`src/rtl/sio_pkg.sv`:
```
package sio_pkg;
    localparam int REG_W = 32;

    // word index (address bits 3:2)
    localparam logic [1:0] IDX_CTL  = 2'd0;
    localparam logic [1:0] IDX_RXD  = 2'd1;
    localparam logic [1:0] IDX_TXD  = 2'd2;
    localparam logic [1:0] IDX_STAT = 2'd3;

    // control bit positions
    localparam int C_LEN_LO = 0;
    localparam int C_STOP   = 2;
    localparam int C_PAR_LO = 4;
    localparam int C_FLOW   = 12;
    localparam int C_LVLSEL = 14;
    localparam int C_EN     = 15;
    localparam int C_RXDMA  = 16;
    localparam int C_TXDMA  = 17;
    localparam int C_RXIE   = 18;
    localparam int C_TXIE   = 19;
    localparam int C_LOOP   = 20;
    localparam logic [REG_W-1:0] CTL_MASK = 32'h001F_D077;

    // status bit positions
    localparam int S_RPEND = 0;
    localparam int S_TPEND = 1;
    localparam int S_ROVR  = 2;
    localparam int S_TERR  = 3;
    localparam int S_RCHR  = 4;
    localparam int S_REMP  = 5;
    localparam int S_TFUL  = 6;
    localparam int S_CTS   = 7;
    localparam int S_RTS   = 8;
    localparam int S_TEMP  = 10;
    localparam int S_LVL   = 11;
    localparam int STICKY_N = 5;
endpackage

```
`src/rtl/sio_ctrl_reg.sv`:
```
module sio_ctrl_reg
    import sio_pkg::*;
(
    input  logic             clk,
    input  logic             rst_n,
    input  logic             wr_en,
    input  logic [REG_W-1:0] wr_data,
    output logic [REG_W-1:0] ctl
);
    typedef struct packed {
        logic [REG_W-1:0] bits;
    } ctl_state_t;

    ctl_state_t state_d, state_q;

    always_comb begin
        state_d = state_q;
        if (wr_en) begin
            state_d.bits = wr_data & CTL_MASK;
        end
    end

    always_ff @(posedge clk) begin
        if (!rst_n) state_q <= '0;
        else        state_q <= state_d;
    end

    assign ctl = state_q.bits;
endmodule

```
`src/rtl/sio_sticky_bank.sv`:
```
module sio_sticky_bank #(
    parameter int N = 5
) (
    input  logic         clk,
    input  logic         rst_n,
    input  logic [N-1:0] set_vec,
    input  logic [N-1:0] clr_vec,
    output logic [N-1:0] flags
);
    typedef struct packed {
        logic [N-1:0] bits;
    } sticky_state_t;

    sticky_state_t state_d, state_q;

    always_comb begin
        state_d = state_q;
        for (int i = 0; i < N; i++) begin
            // a live set condition outranks a clear in the same cycle
            if (set_vec[i])      state_d.bits[i] = 1'b1;
            else if (clr_vec[i]) state_d.bits[i] = 1'b0;
        end
    end

    always_ff @(posedge clk) begin
        if (!rst_n) state_q <= '0;
        else        state_q <= state_d;
    end

    assign flags = state_q.bits;
endmodule

```
`src/rtl/sio_regbank.sv`:
```
module sio_regbank
    import sio_pkg::*;
#(
    parameter int ADDR_W = 12,
    parameter int CHAR_W = 8,
    parameter int LVL_W  = 6
) (
    input  logic              clk,
    input  logic              rst_n,
    input  logic              req_valid,
    output logic              req_ready,
    input  logic              req_write,
    input  logic [ADDR_W-1:0] req_addr,
    input  logic [REG_W-1:0]  req_wdata,
    output logic              rsp_valid,
    output logic [REG_W-1:0]  rsp_rdata,
    output logic              tx_push,
    output logic [CHAR_W-1:0] tx_data,
    input  logic              tx_full,
    input  logic              tx_empty,
    input  logic [LVL_W-1:0]  tx_level,
    output logic              rx_pop,
    input  logic [CHAR_W-1:0] rx_data,
    input  logic              rx_empty,
    input  logic [LVL_W-1:0]  rx_level,
    input  logic              cts_in,
    input  logic              rts_in,
    input  logic              tx_busy,
    input  logic              rx_overrun_evt,
    input  logic              rx_char_err_evt,
    output logic [1:0]        cfg_data_len,
    output logic              cfg_two_stop,
    output logic [2:0]        cfg_parity,
    output logic              cfg_flow_en,
    output logic              cfg_enable,
    output logic              cfg_rx_dma_en,
    output logic              cfg_tx_dma_en,
    output logic              cfg_loopback,
    output logic              irq
);
    localparam int LVL_MSB  = S_LVL + LVL_W - 1;
    localparam int BUSY_POS = S_LVL + LVL_W;

    typedef struct packed {
        logic             valid;
        logic [REG_W-1:0] rdata;
    } rsp_state_t;

    rsp_state_t rsp_d, rsp_q;

    logic [REG_W-1:0]    ctl_q;
    logic [STICKY_N-1:0] sticky_q;
    logic [STICKY_N-1:0] sticky_set;
    logic [STICKY_N-1:0] sticky_clr;
    logic [REG_W-1:0]    stat_word;
    logic                addr_hit;
    logic [1:0]          word_idx;
    logic                sel_ctl, sel_rxd, sel_txd, sel_stat;
    logic                tx_drop;

    assign req_ready = 1'b1;
    assign word_idx  = req_addr[3:2];
    assign addr_hit  = (req_addr[ADDR_W-1:4] == '0) && (req_addr[1:0] == 2'b00);
    assign sel_ctl   = req_valid && addr_hit && (word_idx == IDX_CTL);
    assign sel_rxd   = req_valid && addr_hit && (word_idx == IDX_RXD);
    assign sel_txd   = req_valid && addr_hit && (word_idx == IDX_TXD);
    assign sel_stat  = req_valid && addr_hit && (word_idx == IDX_STAT);

    assign rx_pop  = sel_rxd && !req_write && !rx_empty;
    assign tx_push = sel_txd && req_write && !tx_full;
    assign tx_drop = sel_txd && req_write && tx_full;
    assign tx_data = req_wdata[CHAR_W-1:0];

    sio_ctrl_reg u_ctrl (
        .clk     (clk),
        .rst_n   (rst_n),
        .wr_en   (sel_ctl && req_write),
        .wr_data (req_wdata),
        .ctl     (ctl_q)
    );

    assign cfg_data_len  = ctl_q[C_LEN_LO +: 2];
    assign cfg_two_stop  = ctl_q[C_STOP];
    assign cfg_parity    = ctl_q[C_PAR_LO +: 3];
    assign cfg_flow_en   = ctl_q[C_FLOW];
    assign cfg_enable    = ctl_q[C_EN];
    assign cfg_rx_dma_en = ctl_q[C_RXDMA];
    assign cfg_tx_dma_en = ctl_q[C_TXDMA];
    assign cfg_loopback  = ctl_q[C_LOOP];

    always_comb begin
        sticky_set          = '0;
        sticky_set[S_RPEND] = ctl_q[C_EN] && !rx_empty;
        sticky_set[S_TPEND] = ctl_q[C_EN] && !tx_full;
        sticky_set[S_ROVR]  = rx_overrun_evt;
        sticky_set[S_TERR]  = tx_drop;
        sticky_set[S_RCHR]  = rx_char_err_evt;
        sticky_clr          = (sel_stat && req_write) ? req_wdata[STICKY_N-1:0] : '0;
    end

    sio_sticky_bank #(.N(STICKY_N)) u_sticky (
        .clk     (clk),
        .rst_n   (rst_n),
        .set_vec (sticky_set),
        .clr_vec (sticky_clr),
        .flags   (sticky_q)
    );

    assign irq = ctl_q[C_EN] &&
                 ((sticky_q[S_RPEND] && ctl_q[C_RXIE]) ||
                  (sticky_q[S_TPEND] && ctl_q[C_TXIE]));

    always_comb begin
        stat_word                   = '0;
        stat_word[STICKY_N-1:0]     = sticky_q;
        stat_word[S_REMP]           = rx_empty;
        stat_word[S_TFUL]           = tx_full;
        stat_word[S_CTS]            = cts_in || !ctl_q[C_FLOW];
        stat_word[S_RTS]            = rts_in;
        stat_word[S_TEMP]           = tx_empty;
        stat_word[LVL_MSB:S_LVL]    = ctl_q[C_LVLSEL] ? tx_level : rx_level;
        stat_word[BUSY_POS]         = tx_busy;
    end

    always_comb begin
        rsp_d       = '0;
        rsp_d.valid = req_valid;
        if (!req_write) begin
            if (sel_ctl)       rsp_d.rdata = ctl_q;
            else if (sel_stat) rsp_d.rdata = stat_word;
            else if (rx_pop)   rsp_d.rdata = {{(REG_W-CHAR_W){1'b0}}, rx_data};
        end
    end

    always_ff @(posedge clk) begin
        if (!rst_n) rsp_q <= '0;
        else        rsp_q <= rsp_d;
    end

    assign rsp_valid = rsp_q.valid;
    assign rsp_rdata = rsp_q.rdata;
endmodule

```
`config.mk`:
```
export PLATFORM = sky130hd
export DESIGN_NAME = sio_regbank
export DESIGN_NICKNAME = d
export VERILOG_FILES = /design/src/rtl/sio_pkg.sv /design/src/rtl/sio_ctrl_reg.sv /design/src/rtl/sio_sticky_bank.sv /design/src/rtl/sio_regbank.sv
export SDC_FILE = /design/constraint.sdc
export NUM_CORES = 1
export LEC_CHECK = 0
export CORE_UTILIZATION = 36
export CTS_BUF_LIST = sky130_fd_sc_hd__clkbuf_8
export CTS_CLUSTER_SIZE = 40
export DETAILED_ROUTE_END_ITERATION = 8
export PLACE_DENSITY = 0.82
export SLEW_MARGIN = 10
export SYNTH_ARGS = -nofsm -noshare
export SYNTH_HDL_FRONTEND = slang
export SYNTH_SLANG_ARGS = --single-unit
export TNS_END_PERCENT = 50
```
`constraint.sdc`:
```
create_clock -name clk -period 1.6 [get_ports clk]
set_input_delay 0.24 -clock clk [delete_from_list [all_inputs] [get_ports clk]]
set_output_delay 0.24 -clock clk [all_outputs]
set_load 0.05 [all_outputs]
```
==> impl_results.md, run 1 <==
* Status: completed
* Synth Register Bits at 40
* WP buf/inv at 3
* Share of the synthesized area in the top cell type at 41.5%
* Sw power at 566 uW
* RD Place Congestion at 0.730
* Final core utilization at 61.7%
* CTS tree: built
* Final clock skew at 0.0105 ns
* PD cells at 669 mW/mm^2
* Final Setup Violations at 0
* Total global routing overflow at 0
* # Max-Cap Violations at 0
* Critical Path Slowest Stage Cell: dlygate4sd2_1
* Die Y at 75.2 um
* Logic pwr share at 19.9%
* CTS Hold Bufs at 0
* Slew Limit Fails at 0
* Clock buffer depth at 2
* Synthesized area at 0.00193 mm^2
* Tot GR Track Use at 20.0%
* Final hold vios at 0
* DRT Pass-1 Iters at 5
* Number of synthesized flops with an enable pin at 0
* Ranking of synthesized cells by area: dfxtp_1 (42%), buf_4 (10%), mux2i_1 (9.9%)
* Path type of the worst min-delay path: input port to register
* Leak pwr at 0.00144 uW
* Core region area at 0.00514 mm^2
* Worst ir drop on vdd at 0.339 mV
* Top delay family on crit path: buffers and inverters
* Pin count of the biggest net entering global routing at 21
* Sw frac at 26.7%
* Drt drc at 0
* Crit path cell chain: dlygate4sd2_1 > nor3b_2 > buf_4 > and2_1 > and3_4 > buf_12
* Dpl hpwl at 4120 um
* FP Rows at 26
* Critical Path Fanout Max at 4
* Post-synth ARST share at 0%
* Number of CTS-inserted buffers at 5
* List of most frequent post-synthesis cells: dfxtp_1 (40), buf_4 (26), nor2b_1 (20)
* Clock sink count at 40
* Setup Crit Path Kind: input port to output port
* Critical path data required time at 1.36 ns
* Die ar. at 0.00565 mm^2
* Syn. warnings at 0
* Type of origin of the critical path: input port
* RSZ-0062 raised after global routing: false
* WL/cell at 14.1 um
* Total power at 2120 uW
* Period utilization at 96.5%
* Area growth syn-to-layout at 64.4%
* Register share of total power at 47.2%
* Clock power frac at 32.8%
* DR vias at 1,804
* CP arrival at 1.30 ns
* Final nets at 388
* Root buf cell: clkbuf_8
* WHS at 0.397 ns
* H-Tree Depth at 2
* Final wirelength at 5410 um
* Ant diodes at 0
* Cells after Synth at 200
* Syn Area/Cell at 9.64 um^2
* Iter 0 DRT Violations at 50
* CP endpoint kind: output port
* Yosys top cell by area: dfxtp_1
* Seq/Total Area, Yosys at 41.5%
* Initial antenna violation count at 0
* Layout cells sized above 1 at 30.4%
* Initial Util at 37.5%
* Most used DFF post-synth: dfxtp_1
* ANT nets after route at 0
* Max Fclk at 648 MHz
* Crit-path max cell delay at 0.25 ns
* Width of the die at 75.2 um
* Vias in the first global route at 1,768
* Clock latency on the worst-skew pair at 0.30 ns
* Final min period at 1.54 ns
* # IOs at 132
* Distinct cells, synth at 36
* Internal power at 1550 uW
* Vias per inst at 4.71
* Clock Pin Slew Worst Setup and Hold Paths at 0.08 ns
* First-pass GRT wire length at 8170 um
* PortBufs at 100
* Dominant cell by count in the synthesized netlist: dfxtp_1
-- cells by family after synthesis --
group,count (synthesis),synth area share [%]
AO/OA/AOI/OAI,32,11.0
buffers and inverters,38,13.4
flip-flops,40,41.5
multiplexers,20,10.4
other,2,0.390
AND/OR/NAND/NOR,68,23.2
-- per-stage QoR --
stage | area, um^2 | setup slack, ns | TNS [ns] | instances
2_1_floorplan | 1980 | -0.0890 | -0.0890 | 211
3_3_place_gp | 3070 | -0.264 | -6.68 | 373
3_5_place_dp | 3070 | -0.298 | -8.01 | 373
4_1_cts | 3170 | 0.000271 | 0 | 383
5_1_grt | 3170 | 0.0270 | 0 | 383
6_report | 3170 | 0.0568 | 0 | 383
-- power by group through the flow --
stage | Clock (uW) | Sequential (uW) | Combinational [uW]
after floorplan | 0 | 1030 | 214
after global placement | 0 | 1020 | 423
after detailed placement | 0 | 1020 | 428
after CTS | 712 | 1000 | 423
after global routing | 754 | 1000 | 445
final | 696 | 1000 | 423
-- area by class of cell --
type | instances | area [um^2]
Tap cell | 70 | 87.6
Inverter | 4 | 15.0
Timing Repair Buffer | 128 | 1230
Fill cell | 452 | 1970
Clock buffer | 6 | 82.6
Multi-Input combinational cell | 133 | 942
Sequential cell | 40 | 801
Clock inverter | 2 | 10.0
-- sequential cells by signal, summed over array words and instances (netlist names) --
name,cells
rsp_valid,1
u_sticky.flags,5
rsp_rdata,20
u_ctrl.ctl,14
-- routing by layer --
metal | GRT usage, % | up-vias | part of all wire [%]
met5 | 0 | - | 0
met4 | 10.7 | 0 | 1.8
li1 | - | 873 | -
met2 | 35.3 | 73 | 52
met3 | 4.42 | 9 | 5.5
met1 | 22.5 | 849 | 41
-- placed cells by master, fill, tap and decap left out, types with 2 or more instances in the layout --
master / n
a21oi_1: 8
a22o_1: 5
a22oi_1: 8
a31oi_1: 2
and2_1: 2
and3_1: 5
buf_12: 12
buf_2: 4
buf_4: 57
clkbuf_8: 6
clkdlybuf4s15_2: 2
clkdlybuf4s50_1: 43
clkinv_2: 2
conb_1: 13
dfxtp_1: 40
dlygate4sd2_1: 8
inv_1: 4
mux2i_1: 19
nand2_1: 6
nand3_1: 2
nand4_4: 2
nor2_1: 16
nor2b_1: 20
nor3_1: 2
nor4_4: 2
o21ai_0: 5
-- tightest hold or removal path: cells and delay by family --
family	cells	cell delay (ns)
buf+inv	2	0.33
simple gates	1	0.10
-- what timing repair did --
action | in CTS | in global routing
gates resized for setup | 37 | 0
buffers inserted | 2 | 0
pin swaps | 7 | 1
setup endpoints to repair | 2 | 1
cloned | 0 | 0
-- path summary, 6_finish.rpt --
path	startpoint	to	slack, ns	cells after the start
max	req_addr[0]	rx_pop	0.06	6
min	req_valid	rsp_valid	0.40	3
max reg2reg	u_ctrl.ctl[14]	rsp_rdata[15]	0.49	4
min reg2reg	u_ctrl.ctl[18]	rsp_rdata[18]	0.50	1
(Power assumes the default switching activity.)
==> run 2, diff against run 1 <==
GPL_ROUTABILITY_DRIVEN = 1   (was not set)
==> results of run 2 <==
Final layout, timing and power as in run 1 (identical DEF).
